## config.mk

```make
export PLATFORM = sky130hd
export DESIGN_NAME = roc_counter_bank
export DESIGN_NICKNAME = d
export VERILOG_FILES = /design/src/rtl/roc_pkg.sv /design/src/rtl/roc_event_counter.sv /design/src/rtl/roc_addr_decode.sv /design/src/rtl/roc_read_path.sv /design/src/rtl/roc_counter_bank.sv
export SDC_FILE = /design/constraint.sdc
export NUM_CORES = 1
export LEC_CHECK = 0
export BUFFER_PORTS_ARGS = -buffer_cell sky130_fd_sc_hd__buf_4
export CAP_MARGIN = 20
export CELL_PAD_IN_SITES_DETAIL_PLACEMENT = 1
export CELL_PAD_IN_SITES_GLOBAL_PLACEMENT = 1
export CORE_MARGIN = 2
export CORE_UTILIZATION = 37
export CTS_BUF_LIST = sky130_fd_sc_hd__clkbuf_4 sky130_fd_sc_hd__clkbuf_8
export CTS_CLUSTER_DIAMETER = 60
export DETAILED_ROUTE_END_ITERATION = 10
export PLACE_DENSITY_LB_ADDON = 0.1
export SYNTH_ARGS = -nofsm -noshare
export SYNTH_HDL_FRONTEND = slang
export SYNTH_HIERARCHICAL = 1
export SYNTH_SLANG_ARGS = --single-unit
```

## constraint.sdc

```tcl
create_clock -name clk -period 2.19 [get_ports clk]
set_input_delay 0.438 -clock clk [delete_from_list [all_inputs] [get_ports clk]]
set_output_delay 0.438 -clock clk [all_outputs]
set_load 0.02 [all_outputs]
```

## src/rtl/roc_pkg.sv

```systemverilog
package roc_pkg;
  localparam int BYTE_W = 8;
  localparam int CNT_W  = 2 * BYTE_W;

  typedef logic [BYTE_W-1:0] byte_t;
  typedef logic [CNT_W-1:0]  cnt_t;

  localparam cnt_t CNT_MAX = '1;

  function automatic byte_t hi_byte(input cnt_t v);
    return v[CNT_W-1:BYTE_W];
  endfunction

  function automatic byte_t lo_byte(input cnt_t v);
    return v[BYTE_W-1:0];
  endfunction
endpackage

```

## src/rtl/roc_event_counter.sv

```systemverilog
module roc_event_counter
  import roc_pkg::*;
(
  input  logic clk,
  input  logic rst,
  input  logic evt,
  input  logic clr,
  output cnt_t cnt
);

  always_ff @(posedge clk) begin
    if (rst) begin
      cnt <= '0;
    end else if (clr) begin
      cnt <= evt ? cnt_t'(1) : '0;
    end else if (evt && (cnt != CNT_MAX)) begin
      cnt <= cnt + cnt_t'(1);
    end
  end

  p_count_step_r2: assert property (@(posedge clk) disable iff (rst)
    (!clr && evt && cnt != CNT_MAX) |=> (cnt == $past(cnt) + cnt_t'(1)));

  p_no_event_hold_r2: assert property (@(posedge clk) disable iff (rst)
    (!clr && !evt) |=> $stable(cnt));

  p_no_overflow_r3: assert property (@(posedge clk) disable iff (rst)
    (!clr && cnt == CNT_MAX) |=> (cnt == CNT_MAX));

  p_clear_r5: assert property (@(posedge clk) disable iff (rst)
    (clr && !evt) |=> (cnt == '0));

  p_keep_event_r7: assert property (@(posedge clk) disable iff (rst)
    (clr && evt) |=> (cnt == cnt_t'(1)));

endmodule

```

## src/rtl/roc_addr_decode.sv

```systemverilog
module roc_addr_decode #(
  parameter int                NUM_CNT   = 4,
  parameter int                ADDR_W    = 8,
  parameter logic [ADDR_W-1:0] BASE_ADDR = 8'h50,
  parameter logic [ADDR_W-1:0] HOLD_ADDR = 8'h6C
) (
  input  logic              clk,
  input  logic              rst,
  input  logic              rd_en,
  input  logic [ADDR_W-1:0] rd_addr,
  output logic [NUM_CNT-1:0] cnt_hit,
  output logic              hi_sel,
  output logic              hold_hit
);

  logic [ADDR_W-1:0] offset;

  assign offset   = rd_addr - BASE_ADDR;
  assign hi_sel   = ~offset[0];
  assign hold_hit = rd_en && (rd_addr == HOLD_ADDR);

  for (genvar k = 0; k < NUM_CNT; k++) begin : g_slot
    localparam logic [ADDR_W-1:0] HI_A = ADDR_W'(BASE_ADDR + 2 * k);
    localparam logic [ADDR_W-1:0] LO_A = ADDR_W'(BASE_ADDR + 2 * k + 1);
    assign cnt_hit[k] = rd_en && ((rd_addr == HI_A) || (rd_addr == LO_A));
  end

  p_one_target_r4: assert property (@(posedge clk) disable iff (rst)
    $onehot0({hold_hit, cnt_hit}));

  p_idle_no_hit_r9: assert property (@(posedge clk) disable iff (rst)
    !rd_en |-> (cnt_hit == '0 && !hold_hit));

endmodule

```

## src/rtl/roc_read_path.sv

```systemverilog
module roc_read_path
  import roc_pkg::*;
#(
  parameter int NUM_CNT = 4
) (
  input  logic               clk,
  input  logic               rst,
  input  logic               rd_en,
  input  logic [NUM_CNT-1:0] cnt_hit,
  input  logic               hi_sel,
  input  logic               hold_hit,
  input  cnt_t               cnt_all [NUM_CNT],
  output byte_t              rd_data,
  output byte_t              hold_q
);

  cnt_t  snapshot;
  byte_t picked;
  byte_t other;

  always_comb begin
    snapshot = '0;
    for (int k = 0; k < NUM_CNT; k++) begin
      if (cnt_hit[k]) snapshot = snapshot | cnt_all[k];
    end
    picked = hi_sel ? hi_byte(snapshot) : lo_byte(snapshot);
    other  = hi_sel ? lo_byte(snapshot) : hi_byte(snapshot);
  end

  always_ff @(posedge clk) begin
    if (rst) begin
      rd_data <= '0;
      hold_q  <= '0;
    end else if (rd_en) begin
      if (|cnt_hit) begin
        rd_data <= picked;
        hold_q  <= other;
      end else if (hold_hit) begin
        rd_data <= hold_q;
      end else begin
        rd_data <= '0;
      end
    end
  end

  p_same_snapshot_r6: assert property (@(posedge clk) disable iff (rst)
    (|cnt_hit) |=> ({rd_data, hold_q} == ($past(hi_sel) ? $past(snapshot)
                                          : {$past(snapshot[7:0]), $past(snapshot[15:8])})));

  p_hold_keep_r8: assert property (@(posedge clk) disable iff (rst)
    !(|cnt_hit) |=> $stable(hold_q));

  p_hold_return_r8: assert property (@(posedge clk) disable iff (rst)
    hold_hit |=> (rd_data == $past(hold_q)));

  p_unmapped_zero_r9: assert property (@(posedge clk) disable iff (rst)
    (rd_en && !(|cnt_hit) && !hold_hit) |=> (rd_data == '0));

  p_data_steady_r4: assert property (@(posedge clk) disable iff (rst)
    !rd_en |=> $stable(rd_data));

endmodule

```

## src/rtl/roc_counter_bank.sv

```systemverilog
module roc_counter_bank
  import roc_pkg::*;
#(
  parameter int                NUM_CNT   = 4,
  parameter int                ADDR_W    = 8,
  parameter logic [ADDR_W-1:0] BASE_ADDR = 8'h50,
  parameter logic [ADDR_W-1:0] HOLD_ADDR = 8'h6C
) (
  input  logic               clk,
  input  logic               rst,
  input  logic [NUM_CNT-1:0] evt,
  input  logic               rd_en,
  input  logic [ADDR_W-1:0]  rd_addr,
  output logic [BYTE_W-1:0]  rd_data
);

  logic [NUM_CNT-1:0] cnt_hit;
  logic               hi_sel;
  logic               hold_hit;
  cnt_t               cnt_all [NUM_CNT];
  byte_t              hold_q;
  byte_t              rd_byte;

  roc_addr_decode #(
    .NUM_CNT  (NUM_CNT),
    .ADDR_W   (ADDR_W),
    .BASE_ADDR(BASE_ADDR),
    .HOLD_ADDR(HOLD_ADDR)
  ) u_decode (
    .clk     (clk),
    .rst     (rst),
    .rd_en   (rd_en),
    .rd_addr (rd_addr),
    .cnt_hit (cnt_hit),
    .hi_sel  (hi_sel),
    .hold_hit(hold_hit)
  );

  for (genvar k = 0; k < NUM_CNT; k++) begin : g_cnt
    roc_event_counter u_cnt (
      .clk(clk),
      .rst(rst),
      .evt(evt[k]),
      .clr(cnt_hit[k]),
      .cnt(cnt_all[k])
    );

    p_isolated_r10: assert property (@(posedge clk) disable iff (rst)
      (!evt[k] && !cnt_hit[k]) |=> $stable(cnt_all[k]));
  end

  roc_read_path #(
    .NUM_CNT(NUM_CNT)
  ) u_read (
    .clk     (clk),
    .rst     (rst),
    .rd_en   (rd_en),
    .cnt_hit (cnt_hit),
    .hi_sel  (hi_sel),
    .hold_hit(hold_hit),
    .cnt_all (cnt_all),
    .rd_data (rd_byte),
    .hold_q  (hold_q)
  );

  assign rd_data = rd_byte;

  p_reset_clear_r1: assert property (@(posedge clk)
    rst |=> (rd_data == '0 && hold_q == '0));

endmodule

```

**Word-level counts from Yosys, hierarchy flattened**

Cells that the tools add are included.

- $add $sub $neg: 5
- Equality and inequality tests: 13
- Mux-type cells: 20
- Bitwise logic cells: 3
- Reduce and logical (&&, ||, !) cells: 19

Operators by type and width:

| cell | number |
|---|---|
| $mux 16 | 12 |
| $eq 8x7->1 const B | 9 |
| $add 16x1->16 const B | 4 |
| $ne 16x16->1 const B | 4 |
| $or 16x16->16 | 3 |
| $mux 8 | 4 |
| $logic_and 1x1->1 | 9 |
| $reduce_bool 2->1 | 4 |
| $logic_or 1x1->1 | 4 |
| $mux 1 | 4 |
| $reduce_or 4->1 | 1 |
| $reduce_and 2->1 | 1 |
| $sub 1x1->1 const B | 1 |

- Register bits after elaboration: 80
- Output and inout bits: 8
- Word-level logic and storage cells: 66

**Logic depth before layout (Yosys ltp)**

- Word-level depth: 12
- Mapped depth: 7
- Mapped depth without buffers: 5

**By module**

The synthesis kept the hierarchy.

Modules (own cells, without submodules):

| module | times used | cells an instance | area an instance (µm²) |
|---|---|---|---|
| roc_event_counter | 4 | 99 | 840.8 |
| roc_read_path | 1 | 142 | 1277.5 |
| roc_addr_decode | 1 | 11 | 123.9 |

**Worst setup path after synthesis**

No wires, ideal clock.

- Path kind: input port to flip-flop
- From: in rd_addr[1]
- To: reg g_cnt[0].u_cnt.cnt[15]
- Arrival: 1881 ps
- Required time: 2060 ps
- Path slack: 180 ps
- Cell stages on the path: 5
- Buffers on the path: 1
- Path through: nand4bb_4 > nor4_2 > or2_2 > dlygate4sd3_1 > a21oi_1

- Cells in the longest elaborated chain, start to end: 4
- Elaborated cells on any way between the ends: 6
- Those cells by class: eq/ne: 2; mux: 1; reduce/logical: 3

Ends and longest elaborated chain:

| element | line | source |
|---|---|---|
| from (decl) | roc_counter_bank.sv:13 | `input logic [ADDR_W-1:0] rd_addr,` |
| $eq 8x7->1 | roc_addr_decode.sv:25 | `assign cnt_hit[k] = rd_en && ((rd_addr == HI_A) \|\| (rd_addr == LO_A));` |
| $logic_or 1x1->1 (*) | roc_addr_decode.sv:25 |  |
| $logic_and 1x1->1 (*) | roc_addr_decode.sv:25 |  |
| net cnt_hit[0] | roc_counter_bank.sv:17 | `logic [NUM_CNT-1:0] cnt_hit;` |
| $mux 16 or $reduce_bool 2->1 (tied branches) | - |  |
| to (signal assigned) | roc_event_counter.sv:15 | `cnt <= evt ? cnt_t'(1) : '0;` |
| to (signal assigned) | roc_event_counter.sv:17 | `cnt <= cnt + cnt_t'(1);` |
| to (decl) | roc_event_counter.sv:8 | `output cnt_t cnt` |

The timed path passes the listed nets; every way through them passes the cells marked *.
A chain may end at the register's enable or synchronous reset.

**Worst setup path in the final report**

- From: reg g_cnt[2].u_cnt.cnt[1]
- To: reg g_cnt[2].u_cnt.cnt[8]

- Cells in the longest elaborated chain, start to end: 3
- Elaborated cells on any way between the ends: 6
- Those cells by class: add/sub: 1; eq/ne: 1; mux: 2; reduce/logical: 2

Ends and longest elaborated chain:

| element | line | source |
|---|---|---|
| from (decl) | roc_event_counter.sv:8 |  |
| from (signal assigned) | roc_event_counter.sv:15 |  |
| from (signal assigned) | roc_event_counter.sv:17 |  |
| $add 16x1->16 or $ne 16x16->1 (tied branches) | roc_event_counter.sv:17, roc_event_counter.sv:16 |  |
| $mux 16 or $logic_and 1x1->1 (tied branches) | roc_event_counter.sv:16 | `end else if (evt && (cnt != CNT_MAX)) begin` |
| $mux 16 or $reduce_bool 2->1 (tied branches) | - |  |

Parallel ways exist; a longest one is shown, timed or not. The select of a mux whose other input is x is not followed.

==> metrics.txt <==
outcome finished, final reports clean; Hold Fails Final Rpt 0; vias in the first global route 4,912; post-cts gate resize count 0; Multi-input gate area 2920 µm²; largest net degree at the start of global routing 32; root buffer cell clkbuf_8; Ys Warns 6; WHS 0.357 ns; Crit Path Class reg2reg; pwr/cell area 516 nW/µm²; Least-Margin Pin Slew 0.585 ns; Slew HR 0.607; wire per inst 21.5 µm; top post-synthesis cells by area dfxtp_1 34%, a21oi_1 4.6%, nand3_1 4.5%, o31ai_1 3.8%, or4_1 3.8%; CTS tree done; Ports 23; Net Count, Synth 568; number of CTS-inserted buffers 9; final cycle utilization of the critical path 0.937; Mean Syn Cell Area 8.68 µm²; 1st-pass router iterations 4; Die Footprint 13,800 µm²; ant diodes 0; GRT Overall Usage 0.245; routed via count 4,820; Longest Clk Path Bufs 2; crit path capture type register; critical path fanouts, max 7; First DRT Iteration DRCs 322; H-tree Lvls 3; antenna viol nets, final 0; vias per cell 6.22; RD Place Congestion 0.858; sum of negative setup slack 0 ns; f_max 487 MHz; Synth Cell Area 4760 µm²; port bufs 22; Arrival @ worst endpoint 2.38 ns; DP HPWL 12,600 µm; row cnt 41; post-synth top area cell dfxtp_1; Layout Cells excl Fill 775; Die H 117 µm; final net count 617; Async SR Flop Fraction 0; fillcell total 1,509; worst hold path type in2reg; postcts setup bufs 0; Power Total 0.00287 W; Total Wirelength 16,700 µm; initial antenna violation count 0; clock skew 0.0140 ns; gr ovfl total 0; core area 12,600 µm²; initial core utilization 0.378; ys flop type dfxtp_1; register area 1600 µm²; Yosys cell types 58; Worst-path clk slew 0.09 ns; Tmin final 2.05 ns; number of setup violations in the final report 0; commonest non-fill, non-tap cells in the layout 80 x dfxtp_1, 68 x buf_4, 44 x a21oi_1; share of cells above drive strength 1 0.196; Placed Cells 759; later-pin clock latency in the skew report 0.39 ns; startpoint type of the worst setup path register; Required @ worst endpoint 2.51 ns; Area Growth Syn to Fin 16.6%; first-pass GRT wire length 26,900 µm; Seq/Total Area, Yosys 0.336; Slew Limit Fails 0; Num Clock Sinks 80; RSZ-0062 raised after global routing false; DRC Markers 0; Hold Buf Count CTS 0; die width 117 µm; peak supply drop 0.399 mV; max-cap viol count 0; post-synth top area share 0.336; Syn Inst Count 549; Static Leakage 1.84 nW; number of flops mapped to enable cells by yosys 0; synthesis-stage register bit count 80; commonest non-fill, non-tap cell in the layout dfxtp_1
==> worst paths after layout <==
| check | from | endpoint | slack, ns | cells past startpoint |
|---|---|---|---|---|
| worst max-delay path | g_cnt[2].u_cnt/cnt[1] | g_cnt[2].u_cnt/cnt[8] | 0.14 | 5 |
| worst min-delay path | evt[3] | g_cnt[3].u_cnt/cnt[0] | 0.36 | 3 |
| worst max register to register | g_cnt[2].u_cnt/cnt[1] | g_cnt[2].u_cnt/cnt[8] | 0.14 | 5 |
| worst min register to register | u_read/hold_q[1] | u_read/hold_q[1] | 0.51 | 2 |
==> state kept, by name, indices dropped and copies added, names as in the netlist <==
signal and count:
g_cnt.u_cnt/cnt 64, u_read/rd_data 8, u_read/hold_q 8
==> logic make-up (layout without fill, tap and decap cells) <==
| group | Yosys count | after routing | synth area share |
|---|---|---|---|
| and+or+nand+nor | 217 | 217 | 0.292 |
| AOI/OAI and AO/OA | 190 | 190 | 0.298 |
| DFF | 80 | 80 | 0.336 |
| buffers and inverters | 54 | 108 | 0.0551 |
| adders and majority gates | 4 | 4 | 0.0105 |
| muxes | 4 | 4 | 0.00840 |
==> report_power, final <==
group | internal (W) | switching [W]
Clock | 0.000612 | 0.000587
Combinational | 0.0000651 | 0.000109
Sequential | 0.00147 | 0.0000225
==> stage by stage <==
| step | utilization | setup slack, ns | instance area [µm²] |
|---|---|---|---|
| floorplan | - | 0.180 | 4760 |
| global placement | 0.424 | 0.0931 | 5350 |
| detailed placement | 0.424 | 0.0771 | 5350 |
| CTS | 0.440 | 0.138 | 5560 |
| global route | 0.440 | 0.00969 | 5560 |
| finish | 0.440 | 0.137 | 5560 |
==> cells in the mapped netlist (7+ instances only) <==
cell,instances
a31oi_1,7
o211a_1,8
o221ai_2,7
nand4_1,12
a21oi_1,44
o221ai_1,8
a22o_1,19
or3_1,12
clkbuf_1,9
nand2b_1,7
or4_1,24
o211ai_1,7
dfxtp_1,80
buf_2,9
nand3_1,43
o21ai_0,20
nand2_1,22
nor3_1,17
inv_1,23
o31ai_1,24
nor3b_1,7
nor2_1,21
a22oi_1,10
nor4_1,12
==> metal layers <==
metal | GRT usage | share of wire
met3 | 0.0543 | 0.040
met2 | 0.406 | 0.48
met1 | 0.318 | 0.46
met4 | 0.0776 | 0.022
met5 | 0 | 0
==> critical path, cell delays in order (launching register included) <==
cell     delay, ns
dfxtp_1       0.44
ha_1          0.24
nand2_1       0.16
or3_1         0.48
or4_1         0.50
a21oi_1       0.17
==> layout make-up <==
type,instances,area share
inverters,23,0.0155
well taps,172,0.0387
multi-input cells,415,0.525
clock inverters,3,0.00720
clock buffers,13,0.0299
flip-flops and latches,80,0.288
repair buffers,69,0.0955
(Power assumes the default switching activity.)
